===== config.mk =====
export PLATFORM = sky130hd
export DESIGN_NAME = irq_vector_ctrl
export DESIGN_NICKNAME = d
export VERILOG_FILES = /design/src/rtl/irq_vec_pkg.sv /design/src/rtl/irq_pend_bank.sv /design/src/rtl/irq_prio_pick.sv /design/src/rtl/irq_vec_table.sv /design/src/rtl/irq_vector_ctrl.sv
export SDC_FILE = /design/constraint.sdc
export NUM_CORES = 2
export LEC_CHECK = 0
export BUFFER_PORTS_ARGS = -buffer_cell sky130_fd_sc_hd__clkbuf_2
export CAP_MARGIN = 20
export CORE_UTILIZATION = 24
export DETAILED_ROUTE_END_ITERATION = 6
export GPL_TIMING_DRIVEN = 0
export MAX_ROUTING_LAYER = met4
export PLACE_DENSITY = 0.41
export SLEW_MARGIN = 20
export SYNTH_ARGS = -nofsm -noshare
export SYNTH_HDL_FRONTEND = slang
export SYNTH_SLANG_ARGS = --single-unit

===== constraint.sdc =====
create_clock -name clk -period 8.22 [get_ports clk]
set_input_delay 2.055 -clock clk [delete_from_list [all_inputs] [get_ports clk]]
set_output_delay 2.055 -clock clk [all_outputs]
set_load 0.02 [all_outputs]

===== src/rtl/irq_vec_pkg.sv =====
package irq_vec_pkg;
   // Register byte offsets
   localparam int unsigned OFS_STATUS  = 'h00;
   localparam int unsigned OFS_PENDING = 'h04;
   localparam int unsigned OFS_ENABLE  = 'h08;
   localparam int unsigned OFS_ACK     = 'h0C;
   localparam int unsigned OFS_CTL     = 'h1C;
   localparam int unsigned OFS_MODE    = 'h20;

   // Control word bit positions
   localparam int unsigned CTL_OUT_EN_BIT = 0;
   localparam int unsigned CTL_HW_EN_BIT  = 1;

   typedef struct packed {
      logic hw_en;
      logic out_en;
   } ctl_t;
endpackage


===== src/rtl/irq_pend_bank.sv =====
module irq_pend_bank #(
   parameter int unsigned NUM_SRC = 32
) (
   input  logic               clk,
   input  logic               rst_n,
   input  logic               hw_en,
   input  logic [NUM_SRC-1:0] irq_in,
   input  logic               sw_set_we,
   input  logic [NUM_SRC-1:0] sw_set,
   input  logic               ack_we,
   input  logic [NUM_SRC-1:0] ack_mask,
   input  logic [NUM_SRC-1:0] en,
   output logic [NUM_SRC-1:0] pend,
   output logic [NUM_SRC-1:0] act
);
   logic [NUM_SRC-1:0] pend_nxt;

   // Clear first, then set: a held input survives an acknowledge
   always_comb begin
      pend_nxt = pend;
      if (ack_we)
         pend_nxt = pend_nxt & ~ack_mask;
      if (hw_en)
         pend_nxt = pend_nxt | irq_in;
      else if (sw_set_we)
         pend_nxt = pend_nxt | sw_set;
   end

   always_ff @(posedge clk) begin
      if (!rst_n) pend <= '0;
      else        pend <= pend_nxt;
   end

   assign act = pend & en;

   AST_SIM_NO_INPUT: assert property (@(posedge clk) disable iff (!rst_n)
      (!hw_en && !sw_set_we) |=> ((pend & ~$past(pend)) == '0));

   AST_HW_LEVEL_CAPTURE: assert property (@(posedge clk) disable iff (!rst_n)
      hw_en |=> ((pend & $past(irq_in)) == $past(irq_in)));

   AST_ACK_CLEARS: assert property (@(posedge clk) disable iff (!rst_n)
      (ack_we && !hw_en) |=> ((pend & $past(ack_mask)) == '0));
endmodule


===== src/rtl/irq_prio_pick.sv =====
module irq_prio_pick #(
   parameter int unsigned NUM_SRC = 32,
   localparam int unsigned IDW    = $clog2(NUM_SRC)
) (
   input  logic [NUM_SRC-1:0] act,
   output logic               found,
   output logic [IDW-1:0]     id
);
   // Scan downward so the lowest index is the last one written
   always_comb begin
      found = 1'b0;
      id    = '0;
      for (int i = NUM_SRC - 1; i >= 0; i--) begin
         if (act[i]) begin
            found = 1'b1;
            id    = IDW'(i);
         end
      end
   end
endmodule


===== src/rtl/irq_vec_table.sv =====
module irq_vec_table #(
   parameter int unsigned   NUM_SRC = 32,
   parameter int unsigned   DATA_W  = 32,
   parameter logic [31:0]   DEF_VEC = 32'h10,
   localparam int unsigned  IDW     = $clog2(NUM_SRC)
) (
   input  logic              clk,
   input  logic              rst_n,
   input  logic              wr_en,
   input  logic [IDW-1:0]    wr_idx,
   input  logic [DATA_W-1:0] wr_data,
   input  logic [IDW-1:0]    rd_idx,
   output logic [DATA_W-1:0] rd_data,
   input  logic [IDW-1:0]    sel_idx,
   input  logic              sel_fast,
   output logic [DATA_W-1:0] sel_vec
);
   logic [DATA_W-1:0] tbl [NUM_SRC];

   always_ff @(posedge clk) begin
      if (!rst_n) begin
         for (int i = 0; i < NUM_SRC; i++) tbl[i] <= '0;
      end else if (wr_en) begin
         tbl[wr_idx] <= wr_data;
      end
   end

   assign rd_data = tbl[rd_idx];
   assign sel_vec = sel_fast ? tbl[sel_idx] : DATA_W'(DEF_VEC);
endmodule


===== src/rtl/irq_vector_ctrl.sv =====
module irq_vector_ctrl #(
   parameter int unsigned NUM_SRC  = 32,
   parameter int unsigned DATA_W   = 32,
   parameter int unsigned ADDR_W   = 12,
   parameter int unsigned VEC_BASE = 'h100,
   parameter logic [31:0] DEF_VEC  = 32'h10,
   localparam int unsigned IDW     = $clog2(NUM_SRC),
   localparam int unsigned VEC_END = VEC_BASE + 4 * NUM_SRC
) (
   input  logic              clk,
   input  logic              rst_n,
   input  logic [ADDR_W-1:0] bus_addr,
   input  logic [DATA_W-1:0] bus_wdata,
   input  logic              bus_we,
   output logic [DATA_W-1:0] bus_rdata,
   input  logic [NUM_SRC-1:0] irq_in,
   output logic              irq_req,
   output logic [IDW-1:0]    irq_id,
   output logic [DATA_W-1:0] irq_vec
);
   import irq_vec_pkg::*;

   // Elaboration-time parameter checks
   if (NUM_SRC < 2 || NUM_SRC > DATA_W) begin : g_bad_src
      $error("NUM_SRC must lie in 2..DATA_W");
   end
   if (VEC_BASE <= OFS_MODE || (VEC_BASE % 4) != 0) begin : g_bad_base
      $error("VEC_BASE must be word aligned above the control registers");
   end
   if (VEC_END > (1 << ADDR_W)) begin : g_bad_span
      $error("vector table does not fit the address space");
   end

   ctl_t               ctl;
   logic [NUM_SRC-1:0] en_q, mode_q, pend, act_w;
   logic               hit_status, hit_enable, hit_ack, hit_ctl, hit_mode, hit_vec;
   logic [IDW-1:0]     vec_idx, pick_id;
   logic               pick_found;
   logic [DATA_W-1:0]  tbl_rd, sel_vec;

   // Address decode
   always_comb begin
      hit_status = (bus_addr == ADDR_W'(OFS_STATUS));
      hit_enable = (bus_addr == ADDR_W'(OFS_ENABLE));
      hit_ack    = (bus_addr == ADDR_W'(OFS_ACK));
      hit_ctl    = (bus_addr == ADDR_W'(OFS_CTL));
      hit_mode   = (bus_addr == ADDR_W'(OFS_MODE));
      hit_vec    = (32'(bus_addr) >= VEC_BASE) && (32'(bus_addr) < VEC_END)
                   && (bus_addr[1:0] == 2'b00);
      vec_idx    = IDW'((32'(bus_addr) - VEC_BASE) >> 2);
   end

   // Control, enable and mode registers
   always_ff @(posedge clk) begin
      if (!rst_n) begin
         ctl    <= '0;
         en_q   <= '0;
         mode_q <= '0;
      end else if (bus_we) begin
         if (hit_ctl) begin
            ctl.out_en <= bus_wdata[CTL_OUT_EN_BIT];
            ctl.hw_en  <= ctl.hw_en | bus_wdata[CTL_HW_EN_BIT];
         end
         if (hit_enable) en_q   <= bus_wdata[NUM_SRC-1:0];
         if (hit_mode)   mode_q <= bus_wdata[NUM_SRC-1:0];
      end
   end

   irq_pend_bank #(.NUM_SRC(NUM_SRC)) i_pend (
      .clk       (clk),
      .rst_n     (rst_n),
      .hw_en     (ctl.hw_en),
      .irq_in    (irq_in),
      .sw_set_we (bus_we && hit_status),
      .sw_set    (bus_wdata[NUM_SRC-1:0]),
      .ack_we    (bus_we && hit_ack),
      .ack_mask  (bus_wdata[NUM_SRC-1:0]),
      .en        (en_q),
      .pend      (pend),
      .act       (act_w)
   );

   irq_prio_pick #(.NUM_SRC(NUM_SRC)) i_pick (
      .act   (act_w),
      .found (pick_found),
      .id    (pick_id)
   );

   irq_vec_table #(
      .NUM_SRC (NUM_SRC),
      .DATA_W  (DATA_W),
      .DEF_VEC (DEF_VEC)
   ) i_tbl (
      .clk      (clk),
      .rst_n    (rst_n),
      .wr_en    (bus_we && hit_vec),
      .wr_idx   (vec_idx),
      .wr_data  (bus_wdata),
      .rd_idx   (vec_idx),
      .rd_data  (tbl_rd),
      .sel_idx  (pick_id),
      .sel_fast (mode_q[pick_id]),
      .sel_vec  (sel_vec)
   );

   // Registered processor-side outputs
   always_ff @(posedge clk) begin
      if (!rst_n) begin
         irq_req <= 1'b0;
         irq_id  <= '0;
         irq_vec <= '0;
      end else begin
         irq_req <= ctl.out_en && pick_found;
         irq_id  <= pick_id;
         irq_vec <= pick_found ? sel_vec : '0;
      end
   end

   // Read mux
   always_comb begin
      bus_rdata = '0;
      if (hit_status)                              bus_rdata = DATA_W'(pend);
      else if (bus_addr == ADDR_W'(OFS_PENDING))   bus_rdata = DATA_W'(act_w);
      else if (hit_enable)                         bus_rdata = DATA_W'(en_q);
      else if (hit_ctl)                            bus_rdata = DATA_W'(ctl);
      else if (hit_mode)                           bus_rdata = DATA_W'(mode_q);
      else if (hit_vec)                            bus_rdata = tbl_rd;
   end

   AST_REQ_NEEDS_OUT_EN: assert property (@(posedge clk) disable iff (!rst_n)
      irq_req |-> $past(ctl.out_en));

   AST_HW_STICKY: assert property (@(posedge clk) disable iff (!rst_n)
      $past(ctl.hw_en) |-> ctl.hw_en);

   AST_PRIO_LOWEST: assert property (@(posedge clk) disable iff (!rst_n)
      irq_req |-> (((($past(act_w) >> irq_id) & NUM_SRC'(1)) != '0)
                   && (($past(act_w) & ((NUM_SRC'(1) << irq_id) - NUM_SRC'(1))) == '0)));

   AST_VEC_DEFAULT: assert property (@(posedge clk) disable iff (!rst_n)
      (irq_req && ((($past(mode_q) >> irq_id) & NUM_SRC'(1)) == '0))
      |-> (irq_vec == DATA_W'(DEF_VEC)));
endmodule


## Yosys cells after proc, flatten, opt, wreduce, memory -nomap -nowiden

Memories as Yosys holds them, arrays and structs flattened.
Cells that the tools add are included.

| word-level totals | value |
|---|---|
| word-level logic and storage cells | 122 |
| input bits | 79 |
| bits in writable memories | 1,024 |
| register bits | 136 |
| memories kept | 1 |
| output and inout bits | 70 |

| cells by class | value |
|---|---|
| $lt $le $gt $ge | 3 |
| equal/unequal tests | 5 |
| add/subtract/negate cells | 1 |
| mux-type cells | 83 |
| bitwise gates (word level) | 6 |
| reduce and logical (&&, ||, !) cells | 14 |

Memories:

| memory | words | bits a word | read ports | clocked after memory_dff | wr ports | line | RTL |
|---|---|---|---|---|---|---|---|
| i_tbl.tbl | 32 | 32 | 2 | 0 | 32 | irq_vec_table.sv:18 | `logic [DATA_W-1:0] tbl [NUM_SRC];` |

Operators by type and width:

| cell | number |
|---|---|
| $mux 32 | 10 |
| $mux 5 | 34 |
| $and 32x32->32 | 2 |
| $or 32x32->32 | 2 |
| $mux 1 | 38 |
| $not 32->32 | 1 |
| $reduce_or 32->1 | 1 |
| $eq 12x4->1 const B | 2 |
| $eq 12x3->1 const B | 1 |
| $eq 12x5->1 const B | 1 |
| $eq 12x6->1 const B | 1 |
| $ge 12x9->1 const B | 1 |
| $logic_not 12->1 | 1 |
| $lt 12x9->1 const B | 1 |
| $reduce_and 2->1 | 4 |
| $sub 7x1->7 const B | 1 |
| $logic_and 1x1->1 | 6 |
| $lt 5x6->1 const B | 1 |
| $bmux 1 s5 | 1 |
| $reduce_and 3->1 | 1 |
| $logic_not 2->1 | 1 |
| $or 1x1->1 | 1 |

## Longest topological paths before layout

| logic depth | value |
|---|---|
| word-level depth | 36 |
| gate-level depth with buffers | 14 |
| mapped depth without buffers | 10 |

## Cells and area by module

Synthesis repeated with hierarchy kept, for this count alone.

| unflattened totals | value |
|---|---|
| cells, all modules | 4,297 |
| area total of the unflattened synthesis | 61,883.1 µm² |

Modules (own cells, without submodules):

| module | area each (µm²) | sequential area each (µm²) | times used | cells each |
|---|---|---|---|---|
| irq_vec_table | 54,308.3 | 30,749.5 | 1 | 3,395 |
| irq_vector_ctrl | 5,039.8 | 2,082.0 | 1 | 621 |
| irq_pend_bank | 2,164.6 | 640.6 | 1 | 216 |
| irq_prio_pick | 370.4 | 0.0 | 1 | 65 |

## Least setup slack after synthesis

No wires, ideal clock.

| timing path | value |
|---|---|
| kind | in2out |
| start point | input bus_addr[3] |
| end point | output bus_rdata[1] |
| arrival | 5,031 ps |
| path slack | 1,134 ps |
| path buffers | 5 |
| cell stages on the path | 8 |
| required time | 6,165 ps |
| cells stage by stage | clkbuf_1 > buf_1 > clkbuf_1 > clkbuf_1 > clkbuf_1 > mux4_2 > o21ai_0 > o41ai_1 |

| on the way | value |
|---|---|
| cells in the longest elaborated chain, start to end | 9 |
| elaborated cells on any way between the ends | 17 |
| those cells by class | add/sub (1); order compare (2); eq/ne (4); mux (6); reduce/logical (3); memory (1) |

RTL lines:

| element | line | RTL |
|---|---|---|
| from (decl) | irq_vector_ctrl.sv:12 | `input logic [ADDR_W-1:0] bus_addr,` |
| parallel branches: the longest is 8 deep, another holds $mem_v2 32x32 | n/a |  |
| $mux 32 * | irq_vector_ctrl.sv:122 | `if (hit_status) bus_rdata = DATA_W'(pend);` |
| to (decl) | irq_vector_ctrl.sv:15 | `output logic [DATA_W-1:0] bus_rdata,` |

Mark *: on every way between the ends.

## Worst setup path in the final report

| timing path | value |
|---|---|
| start point | input bus_addr[6] |
| end point | output bus_rdata[13] |

The elaborated chain is that of the path after synthesis.

==> summary.txt <==
outcome: complete, but fails checks
violated checks: setup timing
post-DR vias/cell: 5.18
latest clock arrival within the worst-skew pair: 800 ps
Tot GR Track Use: 22.7%
critical path depth: 10
WL per Instance: 35.1 µm
reg2reg start: en_q[27]
number of global-route vias before repair: 40,600
sequential power share: 47.9%
synthesis-to-finish area growth: 19.5%
Critical Path Sink Type: output pin
Residual DRC: 0
Comb pwr share: 9.2%
die height: 503 µm
GPL Wtd Cong: 0.968
Worst Path Class, Setup: in -> out
Fill cells: 25,400
Area contributors post-synth: edfxtp_1, mux4_2, and2_1
Pleak: 23.1 nW
Main synth FF type: edfxtp_1
final number of max-transition violations: 0
CP max FO: 10
Synth top area share: 51.0%
Slew headroom: 13.1%
CTS sink cnt: 1,160
Inst Count DP: 7,830
Non-Filler Instances: 8,090
pre-CTS WS: -1040 ps
maxcap violations: 0
Synth Register Bits: 1,160
Synth cell types: 61
GR Overflow Total: 0
Worst R2R Path Depth: 12
CP bufs+invs: 6
Post-Syn Nets: 4,378
final setup violation count: 4
highest clock rate: 0.121 GHz
CP startpoint kind: input port
Setup Buffers After CTS: 0
vias: 41,900
setup TNS: -83.2 ps
Buffers on Ports: 114
sw power: 3.62 mW
worst path arrival time: 6210 ps
H-tree levels: 4
worst hold margin: 483 ps
largest net degree at the start of global routing: 21
Synth async-reset ratio: 0%
DRT Wirelength: 284,000 µm
Iter 0 DRT Violations: 5,670
R2R setup slack: 1550 ps
Period minus WS final: 8270 ps
clock root buffer: clkbuf_16
Starting Density: 24.2%
unrepaired setup endpoints after global routing: false
hold buffers post-CTS: 0
Boundary Pins: 149
total CTS buffers: 136
Clk pwr share: 42.9%
maximum buffer depth of the clock tree: 3
area of the multi-input gates: 25,400 µm²
wire length of the first global-routing pass: 374,000 µm
initial antenna violation count: 37
Post-Syn Area: 60,300 µm²
die area: 253,000 µm²
hold path startpoint: mode_q[28]
final cycle utilization of the critical path: 101%
layout cell share with drive strength beyond 1: 24.4%
reg2reg end: irq_vec[19]
die width: 503 µm
PnR worst setup slack: -46.1 ps
slowest cell delay on critical path: 720 ps
Cell Chain, Critical Path: clkbuf_2 -> clkbuf_1 -> clkdlybuf4s15_2 -> clkbuf_2 -> nand2_1 -> clkbuf_2 -> a211oi_2 -> a2111o_1 -> o211ai_1 -> clkbuf_2
Post-synth EDFFs: 1,024
Mean Syn Cell Area: 14.0 µm²
CTS clock-pin slew for the worst setup and hold paths: 50 ps
maximum vdd drop: 0.000243 V
CP endpoint: bus_rdata[13]
Routed Antenna Nets: 0
CP required: 6170 ps
Worst setup startpoint: bus_addr[6]
cell taking the most area after synthesis: edfxtp_1
# nets final: 4,717
Final Hold Viols: 0
TritonCTS clock tree: yes
Yosys Warn Count: 0
slowest CP cell: a211oi_2
clk_skew: 27.7 ps
row count: 183
Internal Dissipation: 10.6 mW
worst hold path type: reg -> reg
PD cells: 197 nW/µm²
register area: 33,500 µm²
Mapped Cells: 4,299
Core Footprint: 249,000 µm²
sequential element share of the synthesized area: 55.5%
DPL Wire Length: 223,000 µm
CP most frequent cell: clkbuf_2
Net Sw Frac: 25.5%
Pre-antenna DRT Iters: 5
Worst-Margin Slew: 1300 ps
CP top delay family: buffers and inverters
## logic make-up (layout without fill, tap and decap cells)
| kind of cell | Yosys count | in the layout | share of synthesized area, % |
|---|---|---|---|
| buf+inv | 512 | 958 | 3.36 |
| flops | 1160 | 1160 | 55.5 |
| other cells | 0 | 15 | 0 |
| mux | 557 | 557 | 19.8 |
| simple gates | 1453 | 1453 | 13.8 |
| compound gates | 617 | 617 | 7.50 |
## state kept, by name, summed over array words and instances, names as in the netlist
| name | flops |
|---|---|
| en_q | 32 |
| ctl | 2 |
| irq_vec | 32 |
| irq_req | 1 |
| i_tbl.tbl | 1024 |
| mode_q | 32 |
| irq_id | 5 |
| i_pend.pend | 32 |
## how the worst min path moves through the flow
stage	end	slack [ps]	cells after the start
5_1_grt	mode_q[8]	510	2
3_3_place_gp	mode_q[28]	470	2
3_5_place_dp	irq_req	480	2
4_1_cts	mode_q[28]	480	2
6_report	mode_q[28]	480	2
2_1_floorplan	irq_req	420	2
## layout by cell type (no fill, tap or decap), drive strengths merged, types with 5 or more instances in the layout
cell type / n
a2111o: 11
a2111oi: 15
a211oi: 18
a21boi: 66
a21oi: 9
a221o: 19
a221oi: 33
a222oi: 35
a22o: 39
a22oi: 92
a31oi: 41
and2: 1033
and3: 7
buf: 171
bufinv: 8
clkbuf: 675
clkinv: 55
dfxtp: 136
diode: 15
edfxtp: 1024
inv: 46
mux2: 31
mux2i: 19
mux4: 507
nand2: 245
nand2b: 5
nand3: 15
nand4: 7
nor2: 60
nor2b: 52
nor3: 11
o211ai: 13
o21ai: 120
o22ai: 74
## tightest hold or removal path, cell delays in order, from the launching register on
cell and delay (ps):
dfxtp_1 320, nand2_1 50, a21boi_0 60
## final cells by class
class                           count  share of cell area (%)
Buffer                            470                    2.83
Inverter                           40                   0.208
Clock inverter                     71                   0.818
Timing Repair Buffer              203                    3.53
Sequential cell                  1160                    46.5
Tap cell                         3330                    5.78
Multi-Input combinational cell   2627                    35.2
Clock buffer                      174                    5.11
Antenna cell                       15                  0.0521
## cells in the mapped netlist (all sizes together), types with 18 or more instances
cell type  instances
nor2b             52
buf               85
a21boi            66
and2            1033
a221oi            33
clkbuf           387
a222oi            35
mux4             507
o22ai             74
a221o             19
nor2              60
a22o              39
mux2i             19
a31oi             41
a211oi            18
edfxtp          1024
mux2              31
a22oi             92
o21ai            120
inv               40
dfxtp            136
nand2            245
## per-layer routing
layer | wire length (µm) | vias up | GRT usage, %
met3 | 25000 | 373 | 5.20
met5 | 0 | - | -
li1 | - | 17200 | -
met2 | 131000 | 2066 | 35.1
met4 | 10800 | 0 | 8.18
met1 | 117000 | 22300 | 29.1
## what timing repair did
action / in CTS / in global routing
setup endpoints to repair: 29 / 1
resized for setup: 44 / 1
endpoints found under the hold margin: 0 / 0
pin swaps: 1 / 0
## metrics by stage
step           area, µm²  power, mW  util, %
5_1_grt            72000       14.5     28.9
4_1_cts            72000       14.2     28.9
6_report           72100       14.2     28.9
3_3_place_gp       65000       8.08     26.1
2_1_floorplan      60300       7.47        -
3_5_place_dp       67600       8.17     27.1
## power groups by stage
stage               Combinational [mW]  Clock, mW  Sequential (mW)
finish                            1.31       6.08             6.79
CTS                               1.28       6.15             6.78
detailed placement                1.27          0             6.90
floorplan                        0.598          0             6.87
global route                      1.32       6.33             6.81
global placement                  1.14          0             6.94
(Power assumes the default switching activity.)
